==> src/rtl/smbus_xact_engine.sv <==
module smbus_xact_engine #(
  parameter int TMO_W = 16
) (
  input  logic             clk,
  input  logic             rst_n,
  input  logic             reg_we,
  input  logic [5:0]       reg_addr,
  input  logic [7:0]       reg_wdata,
  output logic [7:0]       reg_rdata,
  input  logic [TMO_W-1:0] tmo_cycles,
  output logic             bus_req,
  output logic [2:0]       bus_op,
  output logic [7:0]       bus_wdata,
  output logic             bus_nack,
  input  logic             bus_done,
  input  logic             bus_ack,
  input  logic [7:0]       bus_rdata
);
  localparam int NREG = 40;
  localparam int MAXB = 32;
  localparam logic [5:0] O_ADDR = 6'd2, O_CMD = 6'd3, O_DATA = 6'd4, O_CNT = 6'd36;

  typedef enum logic [3:0] {IDLE, START, ADDR, CMD, WCNT, WDATA, WPEC,
                            RSTART, RADDR, RCNT, RDATA, RPEC, STOP} st_t;

  logic [7:0]       rf [NREG];
  logic [7:0]       stat;
  logic [4:0]       err;
  logic [5:0]       idx;
  logic [7:0]       crc;
  logic [TMO_W-1:0] tcnt;
  st_t              st;

  function automatic logic [7:0] crc8(input logic [7:0] c, input logic [7:0] d);
    logic [7:0] x;
    x = c ^ d;
    for (int i = 0; i < 8; i++) x = x[7] ? ((x << 1) ^ 8'h07) : (x << 1);
    return x;
  endfunction

  function automatic logic known(input logic [5:0] k);
    return (k >= 6'h01 && k <= 6'h06) || k == 6'h25;
  endfunction

  wire [7:0] prot   = rf[0];
  wire [5:0] kind   = prot[6:1];
  wire       rd     = prot[0];
  wire       k_q    = kind == 6'h01;
  wire       k_b    = kind == 6'h02;
  wire       k_bd   = kind == 6'h03;
  wire       k_w    = kind == 6'h04;
  wire       k_blk  = kind == 6'h05;
  wire       k_raw  = kind == 6'h25;
  wire       pc     = kind == 6'h06 && !rd;
  wire       bpc    = kind == 6'h06 && rd;
  wire       pec    = prot[7] && !k_q;
  wire [5:0] clen   = (rf[O_CNT] > 8'(MAXB)) ? 6'(MAXB) : rf[O_CNT][5:0];
  wire [5:0] wlen   = (k_bd && !rd) ? 6'd1 : ((k_w && !rd) || pc) ? 6'd2 :
                      (((k_blk || k_raw) && !rd) || bpc) ? clen : 6'd0;
  wire [5:0] rlen   = ((k_b || k_bd) && rd) ? 6'd1 : ((k_w && rd) || pc) ? 6'd2 : clen;
  wire       wcnt_p = (k_blk && !rd) || bpc;
  wire       rcnt_p = (k_blk && rd) || bpc;
  wire       rd_p   = ((k_b || k_bd || k_w || k_blk || k_raw) && rd) || pc || bpc;
  wire       dir0   = (k_q || k_b) && rd;
  wire [5:0] didx   = idx + O_DATA;
  wire       tmo    = tcnt >= tmo_cycles;
  wire [7:0] rclamp = (bus_rdata > 8'(MAXB)) ? 8'(MAXB) : bus_rdata;
  st_t after_wr;
  assign after_wr = rd_p ? RSTART : (pec ? WPEC : STOP);

  assign reg_rdata = (reg_addr == 6'd1) ? stat : (reg_addr < 6'(NREG)) ? rf[reg_addr] : 8'h00;
  assign bus_req   = st != IDLE;
  assign bus_nack  = (st == RDATA && idx == rlen - 6'd1 && !pec) || st == RPEC;

  always_comb begin
    case (st)
      START:              bus_op = 3'd0;
      RSTART:             bus_op = 3'd3;
      STOP:               bus_op = 3'd4;
      RCNT, RDATA, RPEC:  bus_op = 3'd2;
      default:            bus_op = 3'd1;
    endcase
    case (st)
      ADDR:    bus_wdata = {rf[O_ADDR][7:1], dir0};
      RADDR:   bus_wdata = {rf[O_ADDR][7:1], 1'b1};
      CMD:     bus_wdata = rf[O_CMD];
      WCNT:    bus_wdata = {2'b00, clen};
      WDATA:   bus_wdata = rf[didx];
      WPEC:    bus_wdata = crc;
      default: bus_wdata = 8'h00;
    endcase
  end

  always_ff @(posedge clk) begin
    if (!rst_n) begin
      for (int i = 0; i < NREG; i++) rf[i] <= 8'h00;
      st <= IDLE; stat <= 8'h00; err <= 5'h00; idx <= 6'd0; crc <= 8'h00; tcnt <= '0;
    end else begin
      if (reg_we && reg_addr < 6'(NREG) && reg_addr != 6'd1 && !(reg_addr == 6'd0 && st != IDLE))
        rf[reg_addr] <= reg_wdata;
      if (reg_we && reg_addr == 6'd0 && st != IDLE)
        stat[4:0] <= 5'h1A;
      if (st == IDLE) begin
        if (reg_we && reg_addr == 6'd0) begin
          if (known(reg_wdata[6:1])) begin
            st <= START; stat <= 8'h00; err <= 5'h00; crc <= 8'h00; idx <= 6'd0; tcnt <= '0;
          end else
            stat <= 8'h99;
        end
      end else if (bus_done) begin
        tcnt <= '0;
        case (st)
          START:  st <= ADDR;
          ADDR: begin
            crc <= crc8(crc, bus_wdata);
            if (!bus_ack) begin err <= 5'h10; st <= STOP; end
            else if (k_q) st <= STOP;
            else if (k_b && rd) st <= RDATA;
            else st <= CMD;
          end
          CMD, WCNT: begin
            crc <= crc8(crc, bus_wdata);
            if (!bus_ack) begin err <= 5'h11; st <= STOP; end
            else if (st == CMD && wcnt_p) st <= WCNT;
            else st <= (wlen != 6'd0) ? WDATA : after_wr;
          end
          WDATA: begin
            crc <= crc8(crc, bus_wdata);
            if (!bus_ack) begin err <= 5'h11; st <= STOP; end
            else if (idx == wlen - 6'd1) begin idx <= 6'd0; st <= after_wr; end
            else idx <= idx + 6'd1;
          end
          WPEC: begin
            if (!bus_ack) err <= 5'h11;
            st <= STOP;
          end
          RSTART: st <= RADDR;
          RADDR: begin
            crc <= crc8(crc, bus_wdata);
            idx <= 6'd0;
            if (!bus_ack) begin err <= 5'h10; st <= STOP; end
            else if (rcnt_p) st <= RCNT;
            else st <= (rlen != 6'd0) ? RDATA : (pec ? RPEC : STOP);
          end
          RCNT: begin
            crc <= crc8(crc, bus_rdata);
            rf[O_CNT] <= rclamp;
            st <= (rclamp != 8'd0) ? RDATA : (pec ? RPEC : STOP);
          end
          RDATA: begin
            crc <= crc8(crc, bus_rdata);
            rf[didx] <= bus_rdata;
            if (idx == rlen - 6'd1) begin idx <= 6'd0; st <= pec ? RPEC : STOP; end
            else idx <= idx + 6'd1;
          end
          RPEC: begin
            if (bus_rdata != crc) err <= 5'h1F;
            st <= STOP;
          end
          default: begin
            stat <= {3'b100, err};
            st <= IDLE;
          end
        endcase
      end else if (tmo) begin
        tcnt <= '0;
        if (st == STOP) begin stat <= {3'b100, 5'h18}; st <= IDLE; end
        else begin err <= 5'h18; st <= STOP; end
      end else
        tcnt <= tcnt + 1'b1;
    end
  end
endmodule

==> config.mk <==
export PLATFORM = sky130hd
export DESIGN_NAME = smbus_xact_engine
export DESIGN_NICKNAME = d
export VERILOG_FILES = /design/src/rtl/smbus_xact_engine.sv
export SDC_FILE = /design/constraint.sdc
export NUM_CORES = 2
export LEC_CHECK = 0
export BUFFER_PORTS_ARGS = -buffer_cell sky130_fd_sc_hd__buf_4
export CAP_MARGIN = 15
export CORE_MARGIN = 8
export CORE_UTILIZATION = 55
export DETAILED_ROUTE_END_ITERATION = 7
export PLACE_DENSITY = 0.73
export SLEW_MARGIN = 5
export SYNTH_ARGS = -nofsm -noshare
export SYNTH_HDL_FRONTEND = slang
export SYNTH_SLANG_ARGS = --single-unit
==> constraint.sdc <==
create_clock -name clk -period 8.1 [get_ports clk]
set_input_delay 0.405 -clock clk [delete_from_list [all_inputs] [get_ports clk]]
set_output_delay 0.405 -clock clk [all_outputs]
set_load 0.05 [all_outputs]
Word-level counts from Yosys, hierarchy flattened
Memory sizes are Yosys's and may differ from the RTL's.
Cells that the tools add are included.
{"block": "word_totals", "memories": 1, "latch_bits": 0, "ff_bits": 47, "mem_bits_rw": 320, "rom_bits": 0}
{"block": "op_classes", "shifts": 0, "n_addsub": 5, "eq_ne": 37, "n_mux": 107, "magnitude_cmp": 6, "n_reduce_logical": 69, "div": 0, "n_mul": 0, "bitwise": 22}
{"name": "rf", "words": 40, "word_bits": 8, "rd": 6, "rd_ports_with_merged_regs": 0, "write_ports": 40, "line": "26", "source": "logic [7:0] rf [NREG];"}
{"operator": "two-way mux 8 bit", "count": 17}
{"operator": "two-way mux 6 bit", "count": 15}
{"operator": "two-way mux 16 bit", "count": 5}
{"operator": "two-way mux 4 bit", "count": 20}
{"operator": "two-way mux 3 bit", "count": 18}
{"operator": "two-way mux 5 bit", "count": 10}
{"operator": "NOT 3 bit", "count": 16}
{"operator": "one-hot mux 8 bit (6 select lines)", "count": 1}
{"operator": "one-hot mux 4 bit (9 select lines)", "count": 1}
{"operator": "logical AND 1 bit", "count": 23}
{"operator": "== test 4 bit (second input constant)", "count": 5}
{"operator": "== test 6 x 3 -> 1 bit (second input constant)", "count": 3}
{"operator": "== test 6 bit (second input constant)", "count": 3}
{"operator": "one-hot mux 6 bit (3 select lines)", "count": 1}
{"operator": "adder 16 x 1 -> 16 bit (second input constant)", "count": 1}
{"operator": "== test 4 x 3 -> 1 bit (second input constant)", "count": 4}
{"operator": ">= comparator 16 bit", "count": 1}
{"operator": "greater-than comparator 8 x 6 -> 1 bit (second input constant)", "count": 2}
{"operator": "two-way mux 1 bit", "count": 16}
{"operator": "one-hot mux 8 bit (2 select lines)", "count": 1}
{"operator": "OR reduction 8 bit", "count": 2}
{"operator": "bitwise XOR 8 bit", "count": 2}
{"operator": "logical OR 1 bit", "count": 15}
{"operator": "one-hot mux 5 bit (3 select lines)", "count": 1}
{"operator": "other kinds (42)", "count": 63}

Depth between registers and ports, before layout
{"block": "depth", "ltp_word": 24, "ltp_mapped": 15, "mapped_depth_nobuf": 14}

Worst setup path before layout
OpenSTA, ideal clock, no wires.
{"block": "synth_timing", "path_type": "input port to output port", "start": "input port reg_addr[0]", "end": "output port reg_rdata[3]", "t_arrival_ns": 3.294, "stages": 8, "slack_ns": 4.401, "path_buffers": 3, "cell_sequence": "clkbuf_1 > nor3b_1 > clkbuf_1 > clkbuf_1 > a221oi_1 > a31oi_1 > a21oi_1 > o32ai_1"}
{"block": "synth_between", "elab_chain_cells": 3, "word_cells_on_any_way": 5, "classes_between": "1 x order compare; 1 x eq/ne; 2 x mux; 1 x memory"}
{"element": "start: declaration", "line": "7", "source": "input logic [5:0] reg_addr,"}
{"element": "memory read (40 x 8 bit) or < comparator 6 bit (tied branches)"}
{"element": "two-way mux 8 bit", "line": "71", "source": "assign reg_rdata = (reg_addr == 6'd1) ? stat : (reg_addr < 6'(NREG)) ? rf[reg_addr] : 8'h00;"}
{"element": "two-way mux 8 bit (*)", "line": "71"}
{"element": "end: declaration", "line": "9", "source": "output logic [7:0] reg_rdata,"}
Mark *: on every way between the ends. The rest lies on a longest branch, timed or not.

Worst setup path after layout
{"block": "layout_timing", "start": "register idx[2]", "end": "output port bus_wdata[4]"}
{"block": "layout_between", "elab_chain_cells": 3}
{"element": "start: declaration", "line": "29", "source": "logic [5:0] idx;"}
{"element": "start signal: assignment", "line": "131", "source": "else idx <= idx + 6'd1;"}
{"element": "start signal: assignment", "line": "154", "source": "else idx <= idx + 6'd1;"}
{"element": "adder 6 x 3 -> 6 bit", "line": "65", "source": "wire [5:0] didx = idx + O_DATA;"}
{"element": "memory read (40 x 8 bit)"}
{"element": "one-hot mux 8 bit (6 select lines)", "line": "83", "source": "case (st)"}
{"element": "end: declaration", "line": "13", "source": "output logic [7:0] bus_wdata,"}
Every way passes these cells.

==> run summary <==
result of the run: finished clean
Congestion Overflow GR: 0
post-route cell area: 36500 um2
first-pass GRT wire length: 188 mm
total nets after synthesis: 3197
setup repair after global routing missed its margin: no
Die Span X: 264 um
non-filler cells in the finished layout: 3848
min-delay worst type: in2reg
number of fill cells in the layout: 5005
Post-Synth XOR/XNOR Area: 0.0160
TritonCTS sink count: 556
number of flops mapped to enable cells by yosys: 512
count of H-tree levels built during CTS: 2
worst hold stages: 2
Pwr per Cell Area: 184 nW/um2
fraction of the mapped netlist area in adder cells: 0.00890
post-route total power: 6.70 mW
Via density: 7.46
DRC marker count from the first detailed-route iteration: 4882
final routed wire length divided by cell count: 33.9 um
Max Slew Vio Count: 0
most common cell after layout, fill and taps aside: sky130_fd_sc_hd__nand2_1
TritonCTS clock tree: yes
number of vias in the routed layout: 28.7k
worst hold-check slack: 163 ps
ratio of final minimum period to clock period: 0.682
max cap viols: 0
buffer type at the clock tree root: sky130_fd_sc_hd__clkbuf_16
Worst Reg-to-Reg Cells: 11
Tmin final: 5520 ps
count of unique library cells instantiated by Yosys: 85
IO buf count: 63
cell row count: 91
simple-gate share of the synthesized area: 0.123
boundary pin count: 64
largest family of logic cells by synthesized area: compound AO/OA/AOI/OAI gates
post-route clock skew: 37.9 ps
Worst-Skew Late Latency: 650 ps
minimum setup slack in the final design: 2580 ps
cts repair resizes: 0
Post-CTS Setup Bufs: 0
routability congestion estimate: 1.00
cts bufs inserted: 60
DP HPWL: 86.3 mm
initial antenna violation count: 2
most frequent cells in the layout: 584 x sky130_fd_sc_hd__nand2_1, 512 x sky130_fd_sc_hd__edfxtp_1, 196 x sky130_fd_sc_hd__o31ai_1
relative slew slack: 0.199
area share of the largest cell type after synthesis: 0.455
die area: 69600 um2
Area Overhead vs Synth: 8.01%
start point of the worst hold path: rst_n
summed negative setup slack over all endpoints: 0 ps
antenna cell count: 0
synthesized area divided by synthesized cell count: 10.8 um2
category of the critical setup timing path: reg2out
mux contribution to synthesized area: 0.141
area of the multi-input gates: 16100 um2
Worst Max-Slew Pin Slew: 1200 ps
async set-reset flop share out of synthesis: 0
Leak: 12.1 nW
count of antenna-violating nets left after detailed routing: 0
instance area after placement: 34500 um2
Initial DRT Pass Iterations: 6
DRC viols: 0
Critical Path AT: 5120 ps
initial core utilization: 0.552
kind of end point of the critical path: output port
post-synth top area cell: sky130_fd_sc_hd__edfxtp_1
capture point of the worst reg-to-reg path: crc[2]
timing-limited maximum frequency: 181 MHz
Overall Global Routing Usage: 0.362
top area cells in the synthesized netlist: sky130_fd_sc_hd__edfxtp_1 46%, sky130_fd_sc_hd__mux4_2 6.9%, sky130_fd_sc_hd__nand2_1 6.5%
pin count of the biggest net entering global routing: 117
reg-to-reg setup timing slack: 2920 ps
cell count after placement: 3731
register bit count reported by yosys: 556
worst vdd ir: 213 uV
hold-fix buffer count after cts: 0
leading register cell type out of synthesis: sky130_fd_sc_hd__edfxtp_1
chip height: 264 um
area of all sequential standard cells: 16300 um2
synthesized-area fraction occupied by ao, oa, aoi and oai cells: 0.188
Nets: 3075
clock transition at the registers of the reported paths: 60 ps
critical path data required time: 7700 ps
startpoint class of the critical path: register
synthesized instance count: 3130
number of global-route vias before repair: 27.2k
final hold violations: 0
post-route core utilization: 0.596
Warnings, synthesis: 0
beginning of the worst register-to-register path: idx[2]
number of buffers on the longest clock path: 3
Finish-stage setup viols: 0
sink of the worst hold path: st[0]
netlist area before placement: 33800 um2
proportion of layout cells with a drive suffix above 1: 0.156
share of synthesized area occupied by flip-flops and latches: 0.482
total core area: 61100 um2
Worst Path Max Fanout: 116
Placement Setup Slack: 3070 ps
Final Routed Wirelength: 130 mm
-- cells in the mapped netlist, types with 59 or more instances --
| library cell | number |
|---|---|
| sky130_fd_sc_hd__mux2_2 | 135 |
| sky130_fd_sc_hd__nand2_1 | 584 |
| sky130_fd_sc_hd__mux2i_1 | 89 |
| sky130_fd_sc_hd__o21ai_0 | 62 |
| sky130_fd_sc_hd__mux4_2 | 103 |
| sky130_fd_sc_hd__o31ai_1 | 196 |
| sky130_fd_sc_hd__a22oi_1 | 145 |
| sky130_fd_sc_hd__a22o_1 | 148 |
| sky130_fd_sc_hd__clkbuf_1 | 242 |
| sky130_fd_sc_hd__edfxtp_1 | 512 |
| sky130_fd_sc_hd__nor2_1 | 143 |
| sky130_fd_sc_hd__a21oi_1 | 59 |
-- sequential cells by signal, summed over array words and instances (netlist names) --
signal and cells:
rf 512, stat 6, crc 8, st 4
idx 6, tcnt 16, err 4
-- cell type report --
class	instances	area share
clock inverter	34	0.00909
multi-input combinational	2219	0.443
clock buffer	78	0.0436
inverter	50	0.00515
tap	790	0.0271
sequential	556	0.446
timing repair buffer	121	0.0263
-- per-layer routing --
metal | track usage | vias up | routed length, um
met5 | 0 | - | 27
li1 | - | 11869 | -
met2 | 0.548 | 2333 | 57300
met3 | 0.118 | 394 | 19200
met4 | 0.160 | 4 | 6780
met1 | 0.475 | 14095 | 47100
-- worst max path at each step --
stage | start | endpoint | slack [ps] | cells after the start
after global placement | idx[2] | crc[2] | 3130 | 11
after detailed placement | idx[2] | crc[2] | 3070 | 11
after global routing | idx[2] | bus_wdata[4] | 2410 | 8
after floorplan | reg_addr[0] | reg_rdata[3] | 4400 | 8
after CTS | idx[2] | bus_wdata[5] | 2750 | 9
final | idx[2] | bus_wdata[4] | 2580 | 8
-- kinds of logic (layout without fill, tap and decap cells) --
group / after synthesis / after routing
AND/OR/NAND/NOR: 956 / 956
AO/OA/AOI/OAI: 851 / 851
flip-flops: 556 / 556
buffers and inverters: 355 / 283
multiplexers: 329 / 329
XOR/XNOR: 59 / 59
adder cells (fa/ha/maj): 24 / 24
-- worst max-delay path: stages, from the launching register on --
cell                       delay, ps
sky130_fd_sc_hd__dfxtp_4         940
sky130_fd_sc_hd__buf_12          640
sky130_fd_sc_hd__nand2_1         220
sky130_fd_sc_hd__a21oi_1         400
sky130_fd_sc_hd__o32a_1          850
sky130_fd_sc_hd__o22ai_1         220
sky130_fd_sc_hd__nor4_1          580
sky130_fd_sc_hd__o21bai_1        280
sky130_fd_sc_hd__buf_4           270
-- power by group --
group | total, mW | internal (mW) | switching [mW]
Sequential | 3.33 | 3.22 | 0.112
Combinational | 0.598 | 0.178 | 0.419
Clock | 2.77 | 1.54 | 1.22
Total | 6.70 | 4.94 | 1.75
No activity file was read; power rests on OpenSTA's default activity.
